[src/rtl/sw_pkg.sv]
package sw_pkg;

  typedef struct packed {
    logic       is_write;
    logic [6:0] index;
  } sw_cmd_t;

  // Clock cycles per count step; never below one.
  function automatic int unsigned tick_divisor(input int unsigned clk_hz,
                                               input int unsigned tick_hz);
    int unsigned d;
    d = clk_hz / tick_hz;
    return (d == 0) ? 1 : d;
  endfunction

  // Bits needed to hold a prescaler phase 0..div-1.
  function automatic int unsigned phase_bits(input int unsigned div);
    return (div > 1) ? $clog2(div) : 1;
  endfunction

endpackage

[src/rtl/sw_cmd_decode.sv]
module sw_cmd_decode #(
  parameter logic [6:0] REG_INDEX = 7'h0C
) (
  input  logic        cmd_valid,
  input  logic [7:0]  cmd,
  input  logic        run_bit,
  output logic        start_wr,
  output logic        stop_wr,
  output logic        rd_hit
);
  import sw_pkg::*;

  sw_cmd_t c;
  logic    hit;

  assign c        = sw_cmd_t'(cmd);
  assign hit      = cmd_valid && (c.index == REG_INDEX);
  assign start_wr = hit &&  c.is_write &&  run_bit;
  assign stop_wr  = hit &&  c.is_write && !run_bit;
  assign rd_hit   = hit && !c.is_write;
endmodule

[src/rtl/sw_prescaler.sv]
module sw_prescaler #(
  parameter int unsigned DIV = 500
) (
  input  logic clk,
  input  logic rst_n,
  input  logic clear,
  input  logic enable,
  output logic tick
);
  import sw_pkg::*;

  localparam int unsigned PW = phase_bits(DIV);

  generate
    if (DIV == 1) begin : g_passthru
      assign tick = enable && !clear;
    end else begin : g_divide
      localparam logic [PW-1:0] LAST = PW'(DIV - 1);
      logic [PW-1:0] phase_q;
      always_ff @(posedge clk or negedge rst_n) begin
        if (!rst_n)              phase_q <= '0;
        else if (clear)          phase_q <= '0;
        else if (phase_q == LAST) phase_q <= '0;
        else                     phase_q <= phase_q + 1'b1;
      end
      assign tick = enable && !clear && (phase_q == LAST);
    end
  endgenerate
endmodule

[src/rtl/sw_irq_detect.sv]
module sw_irq_detect #(
  parameter int unsigned IRQ_W = 8
) (
  input  logic [IRQ_W-1:0] status,
  input  logic [IRQ_W-1:0] enable,
  output logic             irq_hit
);
  logic [IRQ_W-1:0] armed;

  for (genvar i = 0; i < IRQ_W; i++) begin : g_src
    assign armed[i] = status[i] & enable[i];
  end

  assign irq_hit = |armed;
endmodule

[src/rtl/sw_counter_core.sv]
module sw_counter_core #(
  parameter int unsigned COUNT_W   = 24,
  parameter int unsigned MAX_COUNT = 24'hFFFFFF
) (
  input  logic               clk,
  input  logic               rst_n,
  input  logic               start_wr,
  input  logic               stop_wr,
  input  logic               irq_hit,
  input  logic               tick,
  output logic               run,
  output logic [COUNT_W-1:0] count,
  output logic               sat_hit
);
  localparam logic [COUNT_W-1:0] TOP  = COUNT_W'(MAX_COUNT);
  localparam logic [COUNT_W-1:0] LAST = COUNT_W'(MAX_COUNT - 1);

  logic               run_q;
  logic [COUNT_W-1:0] cnt_q;

  assign sat_hit = run_q && tick && (cnt_q == LAST);

  always_ff @(posedge clk or negedge rst_n) begin
    if (!rst_n) begin
      run_q <= 1'b0;
      cnt_q <= '0;
    end else if (start_wr) begin
      run_q <= 1'b1;
      cnt_q <= '0;
    end else if (stop_wr) begin
      run_q <= 1'b0;
    end else if (run_q && irq_hit) begin
      run_q <= 1'b0;
    end else if (run_q && tick && cnt_q != TOP) begin
      cnt_q <= cnt_q + 1'b1;
      if (sat_hit) run_q <= 1'b0;
    end
  end

  assign run   = run_q;
  assign count = cnt_q;
endmodule

[src/rtl/latency_stopwatch.sv]
module latency_stopwatch #(
  parameter int unsigned CLK_HZ    = 50_000_000,
  parameter int unsigned TICK_HZ   = 100_000,
  parameter int unsigned COUNT_W   = 24,
  parameter int unsigned MAX_COUNT = 24'hFFFFFF,
  parameter int unsigned IRQ_W     = 8,
  parameter logic [6:0]  REG_INDEX = 7'h0C
) (
  input  logic             clk,
  input  logic             rst_n,
  input  logic             cmd_valid,
  input  logic [7:0]       cmd,
  input  logic [31:0]      wdata,
  output logic [31:0]      rdata,
  input  logic [IRQ_W-1:0] irq_status,
  input  logic [IRQ_W-1:0] irq_enable
);
  import sw_pkg::*;

  localparam int unsigned DIV = tick_divisor(CLK_HZ, TICK_HZ);
  localparam int unsigned RSV = 31 - COUNT_W;

  logic               start_wr;
  logic               stop_wr;
  logic               rd_hit;
  logic               irq_hit;
  logic               tick;
  logic               run;
  logic               sat_hit;
  logic [COUNT_W-1:0] count;

  sw_cmd_decode #(.REG_INDEX(REG_INDEX)) u_dec (
    .cmd_valid (cmd_valid),
    .cmd       (cmd),
    .run_bit   (wdata[31]),
    .start_wr  (start_wr),
    .stop_wr   (stop_wr),
    .rd_hit    (rd_hit)
  );

  sw_prescaler #(.DIV(DIV)) u_pre (
    .clk    (clk),
    .rst_n  (rst_n),
    .clear  (start_wr || !run),
    .enable (run),
    .tick   (tick)
  );

  sw_irq_detect #(.IRQ_W(IRQ_W)) u_irq (
    .status  (irq_status),
    .enable  (irq_enable),
    .irq_hit (irq_hit)
  );

  sw_counter_core #(.COUNT_W(COUNT_W), .MAX_COUNT(MAX_COUNT)) u_core (
    .clk      (clk),
    .rst_n    (rst_n),
    .start_wr (start_wr),
    .stop_wr  (stop_wr),
    .irq_hit  (irq_hit),
    .tick     (tick),
    .run      (run),
    .count    (count),
    .sat_hit  (sat_hit)
  );

  assign rdata = rd_hit ? {run, {RSV{1'b0}}, count} : 32'd0;
endmodule

[config.mk]
export PLATFORM = sky130hd
export DESIGN_NAME = latency_stopwatch
export DESIGN_NICKNAME = d
export VERILOG_FILES = /design/src/rtl/sw_pkg.sv /design/src/rtl/sw_cmd_decode.sv /design/src/rtl/sw_prescaler.sv /design/src/rtl/sw_irq_detect.sv /design/src/rtl/sw_counter_core.sv /design/src/rtl/latency_stopwatch.sv
export SDC_FILE = /design/constraint.sdc
export NUM_CORES = 1
export LEC_CHECK = 0
export BUFFER_PORTS_ARGS = -buffer_cell sky130_fd_sc_hd__buf_4
export CORE_ASPECT_RATIO = 0.8
export CORE_MARGIN = 10
export CORE_UTILIZATION = 28
export CTS_BUF_LIST = sky130_fd_sc_hd__clkbuf_4
export CTS_CLUSTER_SIZE = 14
export DETAILED_ROUTE_END_ITERATION = 7
export GPL_ROUTABILITY_DRIVEN = 0
export PLACE_DENSITY = 0.55
export SYNTH_ARGS = -nofsm -noshare
export SYNTH_HDL_FRONTEND = slang
export SYNTH_SLANG_ARGS = --single-unit
[constraint.sdc]
create_clock -name clk -period 3.18 [get_ports clk]
set_clock_uncertainty 0.05 [all_clocks]
set_input_delay 0.159 -clock clk [delete_from_list [all_inputs] [get_ports clk]]
set_output_delay 0.159 -clock clk [all_outputs]
set_load 0.03 [all_outputs]
[Word-level counts from Yosys, hierarchy flattened]
Index checks and enable logic that the tools add are counted.
Word-level totals
  logic and storage cells: 53
  output and inout port bits: 32
  bits of input ports: 59
  bits in registers: 34
Operators by class
  bitwise operators: 8
  muxes and demuxes: 12
  reductions and logical operators: 22
  add/subtract/negate cells: 2
  equality and inequality tests: 6
Operator list (number)
  24-bit two-way mux: 4
  32-bit two-way mux: 1
  24-bit by 1-bit adder with 24-bit output (second input constant): 1
  24-bit == test (second input constant): 1
  24-bit != test (second input constant): 1
  9-bit two-way mux: 2
  1-bit logical AND: 11
  9-bit by 1-bit adder with 9-bit output (second input constant): 1
  9-bit == test (second input constant): 1
  1-bit bitwise AND: 8
  4-bit nonzero test: 2
  8-bit OR reduction: 1
  7-bit by 4-bit == test with 1-bit output (second input constant): 1
  1-bit two-way mux: 5
  1-bit zero test: 4
  2-bit != test (second input constant): 2
  3-bit AND reduction: 1
  2-bit AND reduction: 1
  2-bit nonzero test: 1
  1-bit logical OR: 1

[Longest topological paths before layout]
  depth after elaboration: 15
  depth in mapped cells: 9
  mapped depth without buffers: 6

[By module]
From an unflattened synthesis, not the netlist that was laid out.
Unflattened totals
  cell total of the unflattened synthesis: 260
  area, all modules: 2323.5 µm²
Modules (own cells, without submodules)
  sw_counter_core: sequential area each 625.6 µm², cells an instance 164, instances 1, area an instance 1498.9 µm²
  sw_prescaler: sequential area each 225.2 µm², cells an instance 49, instances 1, area an instance 469.2 µm²
  latency_stopwatch: sequential area each 0.0 µm², cells an instance 36, instances 1, area an instance 265.3 µm²
  sw_cmd_decode: sequential area each 0.0 µm², cells an instance 6, instances 1, area an instance 53.8 µm²
  sw_irq_detect: sequential area each 0.0 µm², cells an instance 5, instances 1, area an instance 36.3 µm²

[Least setup slack after synthesis]
Ideal clock, no wire load.
  kind: flip-flop to flip-flop
  start: register u_pre.g_divide.phase_q[0]
  end: register u_core.cnt_q[19], in the netlist u_core.count[19]
  library setup time: 78 ps
  path buffers: 2
  clock period less this slack: 2551 ps
  slack: 629 ps
  data required time: 3052 ps
  cell stages (with the launch flop): 9
  arrival: 2423 ps
  path through: dfrtp_1 -> ha_1 -> nand2_1 -> or4_4 -> or4b_1 -> buf_2 -> buf_6 -> or4_1 -> a21oi_1
Between the ends
  longest elaborated chain between the ends: 6
RTL lines
  start: declaration: RTL line sw_prescaler.sv:19  | logic [PW-1:0] phase_q;
  start signal: assignment: RTL line sw_prescaler.sv:24  | else phase_q <= phase_q + 1'b1;
  9-bit == test: RTL line sw_prescaler.sv:26  | assign tick = enable && !clear && (phase_q == LAST);
  1-bit logical AND: RTL line sw_prescaler.sv:26
  1-bit logical AND (2 in series): RTL line sw_counter_core.sv:34  | end else if (run_q && tick && cnt_q != TOP) begin
  2-bit nonzero test (no source line)
  3-bit AND reduction (no source line)
  end signal: assignment: RTL line sw_counter_core.sv:35  | cnt_q <= cnt_q + 1'b1;
  end: declaration: RTL line sw_counter_core.sv:19  | logic [COUNT_W-1:0] cnt_q;
No other way between the ends.
A chain may end at the register's enable or synchronous reset.

[Final worst setup path]
  start: register u_pre.g_divide.phase_q[0]
  end: register u_core.cnt_q[10], in the netlist u_core.count[10]
The elaborated chain is that of the path after synthesis.

==> impl.org <==
** Power and ir drop
- In this run the power density over the cells is 268 mW/mm2.
- The share of total power dissipated in the clock network is 0.327.
- Of the total power, registers draw 0.602.
- In this run the power spent charging and discharging nets is 0.000170 W.
- Switching part of the total power :: 0.237
- Cell internal power was estimated by the tool at 0.000548 W.
- Worst supply voltage drop on vdd :: 0.000100 V
- Of the total power, combinational logic draws 0.071.
- The design draws 0.000718 W.
- LEAKAGE :: 1.13 nW

** Placed design
- Worst setup timing slack at the placement stage :: 423 ps
- Hpwl dp :: 4.38 mm
- After detailed placement, the design holds a cell count of 393.
- Port buffering added 52 buffers.

** Logic synthesis
- Most frequently used cell type in the post-synthesis netlist :: sky130_fd_sc_hd__dfrtp_1
- By area the synthesized netlist is led by sky130_fd_sc_hd__dfrtp_1 (39%), sky130_fd_sc_hd__and2_1 (7.5%), sky130_fd_sc_hd__or4_1 (6.3%), sky130_fd_sc_hd__o31ai_1 (5.6%), sky130_fd_sc_hd__a21oi_1 (4.6%).
- In this run the cell area of the synthesized design comes to 0.00216 mm2.
- Share of the synthesized area in the top cell type :: 0.394
- Instance count of the mapped netlist :: 247
- Most numerous cell types in the synthesized netlist :: sky130_fd_sc_hd__dfrtp_1 (34), sky130_fd_sc_hd__and2_1 (26), sky130_fd_sc_hd__a21oi_1 (20)
- Netlist cell types :: 39
- Synth area leader :: sky130_fd_sc_hd__dfrtp_1
- Dividing the synthesized area by the synthesized cell count gives 8.75 um2.
- Of all flip-flops after synthesis, the portion carrying an async set or reset was 1.00.
- In this run, synthesis produced a sequential element count of 34.
- Top flip-flop cell by instance count after synthesis :: sky130_fd_sc_hd__dfrtp_1
- The share of the Yosys chip area taken by registers is 0.394.
- Total of warnings raised by yosys :: 0
- Yosys mapped a number of flops with a built-in enable equal to 0.

** Clocking
- Clock tree from TritonCTS :: done
- Reg clk slew, reported paths :: 110 ps
- TritonCTS sink count :: 34
- Number of buffers created by CTS :: 5
- Cts hold-fix bufs :: 1
- Clock root cell :: sky130_fd_sc_hd__clkbuf_4
- The H-tree was split into 2 levels.
- The number of gates resized after CTS was 0.
- Buffer levels on the longest clock path :: 2
- Clock latency on the worst-skew pair, taken at its later pin, is 330 ps.
- Post-CTS timing repair inserted 0 buffers for setup.

** Run
- Across the run, the number of max-cap violations was 0.

** Critical path
- Of all nets on the critical path, the largest fanout is 18.
- Launching instance or port of the critical path :: u_pre.g_divide.phase_q[0]$_DFF_PN0_
- STA classifies the critical path startpoint as a flop.
- Worst setup path category :: reg -> reg
- Element type at the critical path end :: flop
- Counting cells, the worst reg-to-reg path comes to 6.
- The worst register-to-register path begins at u_pre.g_divide.phase_q[0]$_DFF_PN0_.
- Worst R2R Setup Slack :: 380 ps
- The worst register-to-register path ends at u_core.count[10]$_DFFE_PN0P_.
- Endpoint of the worst setup timing path :: u_core.count[10]$_DFFE_PN0P_
- STA puts the critical path data arrival time at 3000 ps.
- Data required time of the critical path :: 3380 ps

** Detailed routing
- Number of DRC violations after detailed routing :: 0
- After detailed routing, the total wire length is 5.85 mm.
- Violation count after the first detailed-routing iteration :: 77
- Via density per instance :: 5.08
- Before antenna repair, the detailed router went through 4 iterations.
- After detailed routing, the average wire length per cell comes to 14.5 um.
- Antenna violation net count after detailed routing :: 0
- The detailed router placed 2,043 vias in this run.

** Global route
- The initial antenna violation count was 0.
- Maximum number of pins on one net before global-route repair :: 35
- Remaining Overflow, GRT :: 0
- The number of global-route vias before repair came to 1,981.
- The first global-routing pass estimated 9.79 mm of wire.
- Across every metal layer, demand over resource in global routing totals 0.0999.

** Timing
- Endpoints failing hold :: 0
- Max_slew headroom :: 0.484
- At the pin with the least slew margin, the transition time is 774 ps.
- Number of slew-limit violations in the final report :: 0
- The worst path in the final design needs a cycle of 2800 ps, including I/O delays and setup.
- For the final routed database, the setup TNS stands at 0 ps.
- Setup repair after global routing missed its margin :: no
- Fraction of the cycle the final worst path needs :: 0.881
- Final critical-path setup slack :: 380 ps
- Setup violations remaining at the end of the flow were counted as 0.
- Achievable Freq :: 357 MHz

** Cells and area
- # diodes :: 0
- Area Growth Syn to Fin :: 24.1%
- Fill cells in the final layout number 788.
- The count of cells in the finished layout, fillers not included, comes to 402.
- Layout Nets :: 358
- Share of final-layout standard cells stronger than drive strength 1 :: 0.226
- Final Core Density :: 0.359

** Floorplanning
- Measured along the x axis, the die boundary spans 118 um.
- The floorplan has 28 rows.
- For this design the top-level I/O count stands at 91.
- Initial Utilization :: 0.290
- Die outline height :: 98.6 um
- The core region is 0.00746 mm2.
- Area of the die :: 0.0117 mm2

** Worst hold path
- Launch instance of the worst min-delay path :: wdata[31]
- The path class of the tightest hold or removal check is in -> reg.

** Status
- The run finished with clean final reports.
[layout by cell type (no fill, tap or decap), drive strengths merged]
master / instances
a211o: 1
a21oi: 20
a222oi: 1
a22oi: 2
a31o: 1
and2: 27
and3: 8
and4: 2
buf: 55
clkbuf: 6
clkinv: 2
conb: 7
dfrtp: 34
dlygate4sd3: 1
ha: 3
inv: 2
mux2i: 2
nand2: 17
nand3: 11
nand4: 14
nor2: 15
nor3: 2
nor4: 2
nor4b: 3
nor4bb: 1
o211ai: 2
o21ai: 6
o31ai: 16
o41ai: 1
or2: 2
or3: 3
or3b: 1
or4: 19
or4b: 1
xnor2: 5
xor2: 2
[final cells by class]
cell class,count,area (um2),area share
multi-input cells,197,1220,0.453
flip-flops and latches,34,851,0.317
repair buffers,56,423,0.158
well taps,105,131,0.0490
clock buffers,6,45.0,0.0168
clock inverters,2,8.76,0.00326
inverters,2,7.51,0.00280
[kinds of logic after synthesis]
logic type / count (synthesis) / share of synthesized area
flops: 34 / 0.394
compound gates: 50 / 0.146
mux: 2 / 0.00926
buf+inv: 22 / 0.0544
xor+xnor: 7 / 0.0284
simple gates: 128 / 0.349
other cells: 1 / 0.00173
fa+ha+maj: 3 / 0.0174
[metal layers]
| layer | GRT usage | vias up | part of all wire |
|---|---|---|---|
| met5 | 0 | - | 0 |
| met4 | 0.0361 | 0 | 0.011 |
| met3 | 0.0291 | 5 | 0.055 |
| met2 | 0.158 | 47 | 0.47 |
| met1 | 0.127 | 979 | 0.46 |
| li1 | - | 1012 | - |
[worst min-delay path by stage]
| stage | end | slack (ps) | depth (start not counted) |
|---|---|---|---|
| after floorplan | u_core.count[0]$_DFFE_PN0P_ | -190 | 0 |
| after global placement | u_pre.g_divide.phase_q[8]$_DFF_PN0_ | 100 | 1 |
| after detailed placement | u_pre.g_divide.phase_q[8]$_DFF_PN0_ | 100 | 1 |
| after CTS | u_core.count[7]$_DFFE_PN0P_ | 180 | 4 |
| after global routing | u_core.count[3]$_DFFE_PN0P_ | 220 | 4 |
| final | u_core.count[3]$_DFFE_PN0P_ | 200 | 4 |
[worst max-delay path: stages, from the launching register on]
cell,delay [ps]
sky130_fd_sc_hd__dfrtp_1,380
sky130_fd_sc_hd__ha_1,220
sky130_fd_sc_hd__nand2_1,70
sky130_fd_sc_hd__or4_4,460
sky130_fd_sc_hd__or4_1,820
sky130_fd_sc_hd__or4_1,560
sky130_fd_sc_hd__a21oi_1,170
[power groups by stage]
| stage | sequential [W] | combinational [W] | clock, W |
|---|---|---|---|
| after floorplan | 0.000441 | 0.0000223 | 0 |
| after global placement | 0.000441 | 0.0000506 | 0 |
| after detailed placement | 0.000441 | 0.0000512 | 0 |
| after CTS | 0.000432 | 0.0000523 | 0.000252 |
| after global routing | 0.000432 | 0.0000567 | 0.000272 |
| final | 0.000432 | 0.0000514 | 0.000235 |
[state kept, by name (all words and copies together), names as in the netlist]
name                    flops
u_core.count               24
u_core.run                  1
u_pre.g_divide.phase_q      9
[through the flow]
stage	area, um2	hold slack [ps]
2_1_floorplan	2180	-187
6_report	2680	196
5_1_grt	2680	217
4_1_cts	2680	183
3_3_place_gp	2620	98.9
3_5_place_dp	2620	95.0
Note: power is estimated with default switching activity, not from simulation.
